### config.mk
export PLATFORM = sky130hd
export DESIGN_NAME = lsb_serial_tx
export DESIGN_NICKNAME = d
export VERILOG_FILES = /design/src/rtl/tx_pkg.sv /design/src/rtl/tx_sync_detect.sv /design/src/rtl/tx_hold_reg.sv /design/src/rtl/tx_shift_engine.sv /design/src/rtl/lsb_serial_tx.sv
export SDC_FILE = /design/constraint.sdc
export NUM_CORES = 1
export LEC_CHECK = 0
export ABC_AREA = 1
export BUFFER_PORTS_ARGS = -buffer_cell sky130_fd_sc_hd__buf_2
export CAP_MARGIN = 20
export CORE_AREA = 2 2 70 85
export CTS_BUF_LIST = sky130_fd_sc_hd__clkbuf_4 sky130_fd_sc_hd__clkbuf_8 sky130_fd_sc_hd__clkbuf_16
export DETAILED_ROUTE_END_ITERATION = 7
export DIE_AREA = 0 0 72 87
export SLEW_MARGIN = 5
export SYNTH_ARGS = -nofsm -noshare
export SYNTH_HDL_FRONTEND = slang
export SYNTH_HIERARCHICAL = 1
export SYNTH_SLANG_ARGS = --single-unit
### constraint.sdc
create_clock -name clk -period 2.58 [get_ports clk]
set_clock_uncertainty 0.2 [all_clocks]
set_input_delay 0.258 -clock clk [delete_from_list [all_inputs] [get_ports clk]]
set_output_delay 0.258 -clock clk [all_outputs]
set_load 0.005 [all_outputs]
### src/rtl/tx_pkg.sv
package tx_pkg;

  typedef enum logic {
    SZ_WORD = 1'b0,
    SZ_BYTE = 1'b1
  } tx_size_e;

  // Number of bits shifted for a given size selection
  function automatic int unsigned word_bits(input tx_size_e sz,
                                            input int unsigned full_w,
                                            input int unsigned short_w);
    return (sz == SZ_BYTE) ? short_w : full_w;
  endfunction

endpackage

### src/rtl/tx_sync_detect.sv
module tx_sync_detect (
  input  logic clk,
  input  logic rst,
  input  logic fsync,
  input  logic consume,
  output logic armed
);

  logic fsync_d;
  logic rise;

  assign rise = fsync & ~fsync_d;

  always_ff @(posedge clk) begin
    if (rst) begin
      fsync_d <= 1'b0;
      armed   <= 1'b0;
    end else begin
      fsync_d <= fsync;
      armed   <= rise | (armed & ~consume);
    end
  end

  // a consumed arm with no fresh edge must drop
  AST_ARM_CLEARS: assert property (@(posedge clk) disable iff (rst)
    (armed && consume && !rise) |=> !armed);

  // a detected edge always arms
  AST_RISE_ARMS: assert property (@(posedge clk) disable iff (rst)
    rise |=> armed);

endmodule

### src/rtl/tx_hold_reg.sv
module tx_hold_reg #(
  parameter int unsigned DATA_W = 16
) (
  input  logic              clk,
  input  logic              rst,
  input  logic              wr_en,
  input  logic [DATA_W-1:0] wr_data,
  output logic [DATA_W-1:0] hold_q
);

  always_ff @(posedge clk) begin
    if (rst)        hold_q <= '0;
    else if (wr_en) hold_q <= wr_data;
  end

  AST_HOLD_KEEPS: assert property (@(posedge clk) disable iff (rst)
    !wr_en |=> $stable(hold_q));

endmodule

### src/rtl/tx_shift_engine.sv
module tx_shift_engine
  import tx_pkg::*;
#(
  parameter int unsigned DATA_W  = 16,
  parameter int unsigned SHORT_W = 8
) (
  input  logic              clk,
  input  logic              rst,
  input  logic              bclk_en,
  input  logic              start,
  input  logic [DATA_W-1:0] hold_word,
  input  tx_size_e          size_sel,
  output logic              load,
  output logic              sdo,
  output logic              done
);

  localparam int unsigned CNT_W = $clog2(DATA_W + 1);
  localparam logic [DATA_W-1:0] LOW_MASK =
    {{(DATA_W-SHORT_W){1'b0}}, {SHORT_W{1'b1}}};

  logic [DATA_W-1:0] shreg;
  logic [DATA_W-1:0] masked;
  logic [CNT_W-1:0]  cnt;
  logic [CNT_W-1:0]  len_q;
  logic              active;

  assign load   = bclk_en & start;
  assign masked = (size_sel == SZ_BYTE) ? (hold_word & LOW_MASK) : hold_word;

  always_ff @(posedge clk) begin
    if (rst) begin
      shreg  <= '0;
      cnt    <= '0;
      len_q  <= '0;
      active <= 1'b0;
      done   <= 1'b0;
      sdo    <= 1'b0;
    end else if (load) begin
      shreg  <= masked >> 1;
      sdo    <= masked[0];
      cnt    <= CNT_W'(1);
      len_q  <= CNT_W'(word_bits(size_sel, DATA_W, SHORT_W));
      active <= 1'b1;
      done   <= 1'b0;
    end else if (bclk_en && active) begin
      if (cnt == len_q) begin
        active <= 1'b0;
        done   <= 1'b1;
      end else begin
        sdo   <= shreg[0];
        shreg <= shreg >> 1;
        cnt   <= cnt + CNT_W'(1);
      end
    end
  end

  AST_LOAD_BIT0: assert property (@(posedge clk) disable iff (rst)
    load |=> (sdo == $past(hold_word[0])));

  AST_SDO_HOLD: assert property (@(posedge clk) disable iff (rst)
    !bclk_en |=> $stable(sdo));

  AST_CNT_BOUND: assert property (@(posedge clk) disable iff (rst)
    active |-> (cnt <= CNT_W'(DATA_W)));

  AST_BYTE_BOUND: assert property (@(posedge clk) disable iff (rst)
    (active && len_q == CNT_W'(SHORT_W)) |-> (cnt <= CNT_W'(SHORT_W)));

  AST_DONE_IDLE: assert property (@(posedge clk) disable iff (rst)
    done |-> !active);

  AST_DONE_SDO: assert property (@(posedge clk) disable iff (rst)
    (done && !load) |=> $stable(sdo));

endmodule

### src/rtl/lsb_serial_tx.sv
module lsb_serial_tx
  import tx_pkg::*;
#(
  parameter int unsigned DATA_W  = 16,
  parameter int unsigned SHORT_W = 8
) (
  input  logic              clk,
  input  logic              rst,
  input  logic              wr_en,
  input  logic [DATA_W-1:0] wr_data,
  input  logic              size8,
  input  logic              bclk_en,
  input  logic              fsync,
  output logic              sdo,
  output logic              done,
  output logic              frame_err,
  output logic              collision
);

  logic [DATA_W-1:0] hold_q;
  logic              armed;
  logic              load;
  tx_size_e          size_sel;

  assign size_sel = size8 ? SZ_BYTE : SZ_WORD;

  // error indications are not generated in this transmit mode
  assign frame_err = 1'b0;
  assign collision = 1'b0;

  tx_hold_reg #(.DATA_W(DATA_W)) u_hold (
    .clk     (clk),
    .rst     (rst),
    .wr_en   (wr_en),
    .wr_data (wr_data),
    .hold_q  (hold_q)
  );

  tx_sync_detect u_sync (
    .clk     (clk),
    .rst     (rst),
    .fsync   (fsync),
    .consume (load),
    .armed   (armed)
  );

  tx_shift_engine #(.DATA_W(DATA_W), .SHORT_W(SHORT_W)) u_shift (
    .clk       (clk),
    .rst       (rst),
    .bclk_en   (bclk_en),
    .start     (armed),
    .hold_word (hold_q),
    .size_sel  (size_sel),
    .load      (load),
    .sdo       (sdo),
    .done      (done)
  );

  AST_RESET_LOW: assert property (@(posedge clk)
    rst |=> (!sdo && !done));

endmodule

==> impl_summary.txt <==
----------------------------------------------------
[Synthesis]
  #FFs+latches synth ... 43
  Mapped Area ... around 2100 sq um
  Top cells by area, synth ... sky130_fd_sc_hd__dfxtp_1 (41%), sky130_fd_sc_hd__nand2_1 (16%), sky130_fd_sc_hd__nor2_1 (7.7%), sky130_fd_sc_hd__nand3_1 (7.4%), sky130_fd_sc_hd__inv_1 (6.6%)
  Number of distinct library cells after synthesis ... 23
  Number of standard cells after synthesis ... 306
  Area share of the leading cell type in the synthesized netlist ... 41.03%
  Mean post-synth cell area ... approximately 6.9 sq um
  Sequential fraction of the synthesis area ... 41.03%
  Yosys top cell by area ... sky130_fd_sc_hd__dfxtp_1
  Yosys synthesis warning count ... 6

[Setup path]
  Kind of end point of the critical path ... register
  Critical path arrival ... 1920 ps
  Crit path launch type ... register
  Required @ worst endpoint ... 2570 ps
  Largest fanout of any net on the critical path ... 19
  Worst setup path class ... reg2reg

[Clock tree]
  Total clock buffers created by CTS ... 5
  Clock tree root buffer cell ... sky130_fd_sc_hd__clkbuf_8
  Clock insertion delay at the later pin of the skew report ... around 300 ps
  CTS tree ... built
  Level count of the clock H-tree ... 2
  Max Buffers Root-to-Sink ... 2
  Post-CTS repair timing setup buffer count ... 0
  Total clock sinks ... 43
  Clock input transition at the sequential cells of the worst setup and hold paths ... 80 ps

[Cells and area]
  Share of final-layout standard cells stronger than drive strength 1 ... 16.26%
  Diode insertion count for antenna repair ... 0
  Multi-input combinational cell area ... 979.7 sq um
  Final-layout fill cell count ... 578
  Growth of design area from synthesis to finish ... 9.243%
  Final Net Count ... 349
  Area taken by flip-flops and latches ... 860.8 sq um

[Pwr]
  Leak ... 1.111 nW
  Portion of total power attributed to sequential cells ... 54.3%
  P per Cell Area ... 571.3 nW/um^2
  Switching Share ... between 20% and 30%
  IR drop worst, VDD ... 0.0002598 V
  Internal power ... 0.9621 mW
  Part of the total power dissipated in the clock network ... about 33%
  Tot Pwr ... around 1.3 mW
  Switch Pwr ... 0.3475 mW
  Share of total power in combinational logic ... 12.6%

[Routing]
  Mean routed wirelength per cell ... around 10 microns
  Post-route DRC violation count ... 0
  Number of vias per cell ... 4.474
  Total Wirelength ... 4001 microns
  Vias ... 1745
  Total iterations of the first detailed-routing run ... 4
  Residual antenna-violating net count after detailed routing ... 0
  Number of design-rule violations left by the first detailed-router iteration ... between 40 and 50

[STA]
  Number of max-slew violations in the final report ... 0
  Setup TNS ... 0 ps
  Total of endpoints with negative setup slack in the final report ... 0
  Unrepaired setup endpoints after global routing ... no
  Period utilization ... ~75%
  Tightest Pin Transition ... 534.2 ps
  Number of failing hold endpoints at the final stage ... 0
  Fmax ... 0.5179 GHz
  Worst slew margin relative to its limit ... 64.29%
  Post-layout worst setup margin ... 649.3 ps
  Clock period minus worst slack ... a little under 2000 ps

[Die]
  DIE HEIGHT ... 87 microns
  Initial core utilization ... between 30% and 40%
  Floorplan core area ... 5518 sq um
  Die area ... 6264 sq um
  Boundary pin count ... 26
  DIE WIDTH ... about 70 microns
  Cell row count ... 30

[Global routing]
  Global-route wire length before repair ... 6969 microns
  Sum of overflow across all layers after global routing ... 0
  Number of global-route vias before repair ... 1647
  Largest net degree at the start of global routing ... 33
  Number of antenna violations at the first check in global routing ... 0
  Total track usage ... 14.01%

[Place]
  DPL Wire Length ... ~2700 microns
  Worst slack, placed ... 656.4 ps
  Weighted congestion at the end of routability-driven global placement ... 0.8314
  Port Buf Inserts ... 23

[Status]
  Result of the run ... completed

[Hold path]
  Min-Delay Path Class ... in2reg

[Job]
  Count of maximum capacitance violations ... 0

----------------------------------------------------
-- state kept, by name (all words and copies together), names as in the netlist --
signal and flops:
u_sync/fsync_d 1, u_shift/active 1, u_shift/sdo 1, u_shift/shreg 15
u_shift/done 1, u_shift/cnt 5, u_sync/armed 1, u_shift/len_q 2
u_hold/hold_q 16
-- cell families (layout without fill, tap and decap cells) --
logic type | Yosys count | in the layout | synth area share, %
simple gates | 176 | 176 | 35.66
buf+inv | 54 | 73 | 12.46
flops | 43 | 43 | 41.03
compound gates | 27 | 27 | 8.229
xor+xnor | 3 | 3 | 1.252
fa+ha+maj | 2 | 2 | 1.192
other cells | 1 | 2 | 0.1787
-- metal layers --
metal | GRT usage [%] | part of all wire, %
met1 | 16.69 | 49
met2 | 23.40 | 47
met3 | 2.778 | 3.0
met4 | 7.890 | 1.5
met5 | 0 | 0
-- repair_timing --
| item | CTS | global route |
|---|---|---|
| gates resized for setup | 0 | 0 |
| setup endpoints to repair | 0 | 0 |
| hold buffers | 1 | 0 |
| hold endpoints to repair | 2 | 0 |
-- synthesized netlist by cell type --
cell type	number
sky130_fd_sc_hd__nand2_1	89
sky130_fd_sc_hd__dfxtp_1	43
sky130_fd_sc_hd__nor2_1	43
sky130_fd_sc_hd__inv_1	37
sky130_fd_sc_hd__nand3_1	31
sky130_fd_sc_hd__a21oi_1	16
sky130_fd_sc_hd__a21oi_2	5
sky130_fd_sc_hd__buf_4	5
sky130_fd_sc_hd__buf_6	5
sky130_fd_sc_hd__nand2_2	4
sky130_fd_sc_hd__nand3_2	4
sky130_fd_sc_hd__nor2_2	4
sky130_fd_sc_hd__inv_2	3
sky130_fd_sc_hd__o21ai_0	3
sky130_fd_sc_hd__xor2_1	3
sky130_fd_sc_hd__buf_2	2
sky130_fd_sc_hd__clkbuf_1	2
sky130_fd_sc_hd__ha_1	2
sky130_fd_sc_hd__a211oi_1	1
sky130_fd_sc_hd__a22oi_1	1
sky130_fd_sc_hd__conb_1	1
sky130_fd_sc_hd__nand3b_1	1
sky130_fd_sc_hd__o21bai_4	1
-- power by group through the flow --
stage	Sequential (mW)	Combinational, mW	Clock (mW)
finish	0.711	0.165	0.433
global route	0.716	0.192	0.473
CTS	0.712	0.168	0.452
global placement	0.726	0.164	0
detailed placement	0.727	0.166	0
floorplan	0.723	0.139	0
-- cells in the final DEF, fill, tap and decap left out --
| cell type | count |
|---|---|
| sky130_fd_sc_hd__a21oi_2 | 5 |
| sky130_fd_sc_hd__inv_1 | 37 |
| sky130_fd_sc_hd__buf_4 | 1 |
| sky130_fd_sc_hd__clkbuf_8 | 5 |
| sky130_fd_sc_hd__dlygate4sd3_1 | 1 |
| sky130_fd_sc_hd__conb_1 | 2 |
| sky130_fd_sc_hd__inv_2 | 3 |
| sky130_fd_sc_hd__nand2_1 | 89 |
| sky130_fd_sc_hd__nand3_1 | 31 |
| sky130_fd_sc_hd__nand2_2 | 4 |
| sky130_fd_sc_hd__a21oi_1 | 16 |
| sky130_fd_sc_hd__nor2_2 | 4 |
| sky130_fd_sc_hd__o21bai_4 | 1 |
| sky130_fd_sc_hd__dfxtp_1 | 43 |
| sky130_fd_sc_hd__a211oi_1 | 1 |
| sky130_fd_sc_hd__buf_2 | 23 |
| sky130_fd_sc_hd__o21ai_0 | 3 |
| sky130_fd_sc_hd__clkinv_2 | 1 |
| sky130_fd_sc_hd__clkbuf_4 | 2 |
| sky130_fd_sc_hd__nand3b_1 | 1 |
| sky130_fd_sc_hd__a22oi_1 | 1 |
| sky130_fd_sc_hd__nor2_1 | 43 |
| sky130_fd_sc_hd__nand3_2 | 4 |
| sky130_fd_sc_hd__ha_1 | 2 |
| sky130_fd_sc_hd__xor2_1 | 3 |
-- critical path, cell delays in order, from the launching register on --
cell and delay [ps]:
sky130_fd_sc_hd__dfxtp_1 370, sky130_fd_sc_hd__inv_1 80, sky130_fd_sc_hd__ha_1 140, sky130_fd_sc_hd__inv_1 40, sky130_fd_sc_hd__nor2_1 100, sky130_fd_sc_hd__nand2_2 80, sky130_fd_sc_hd__o21bai_4 470, sky130_fd_sc_hd__nand2_1 180
sky130_fd_sc_hd__nor2_1 120, sky130_fd_sc_hd__nor2_1 50
-- per-stage QoR --
| stage | instance area [sq um] | hold WS [ps] | instances | utilization (%) |
|---|---|---|---|---|
| floorplan | 2102 | 129.2 | 307 | - |
| global placement | 2193 | 236.8 | 381 | 39.75 |
| detailed placement | 2193 | 242.5 | 381 | 39.75 |
| CTS | 2292 | 22.33 | 390 | 41.54 |
| global route | 2292 | 25.34 | 390 | 41.54 |
| finish | 2292 | 28.50 | 390 | 41.54 |
-- final cells by class --
type                    instances  area share (%)
clock inverters                 1          0.2183
flip-flops and latches         43           37.55
well taps                      64           3.493
clock buffers                   7           3.657
repair buffers                 25           5.786
multi-input cells             210           42.74
inverters                      40           6.550
-- path summary, 6_finish.rpt --
kind / startpoint / to / slack (ps) / cells past startpoint
worst max-delay path: u_shift/cnt[0] / u_shift/shreg[12] / 650 / 9
worst min-delay path: rst / u_shift/cnt[0] / 30 / 2
worst max register to register: u_shift/cnt[0] / u_shift/shreg[12] / 650 / 9
worst min register to register: u_shift/done / u_shift/done / 250 / 2
(Power assumes the default switching activity.)
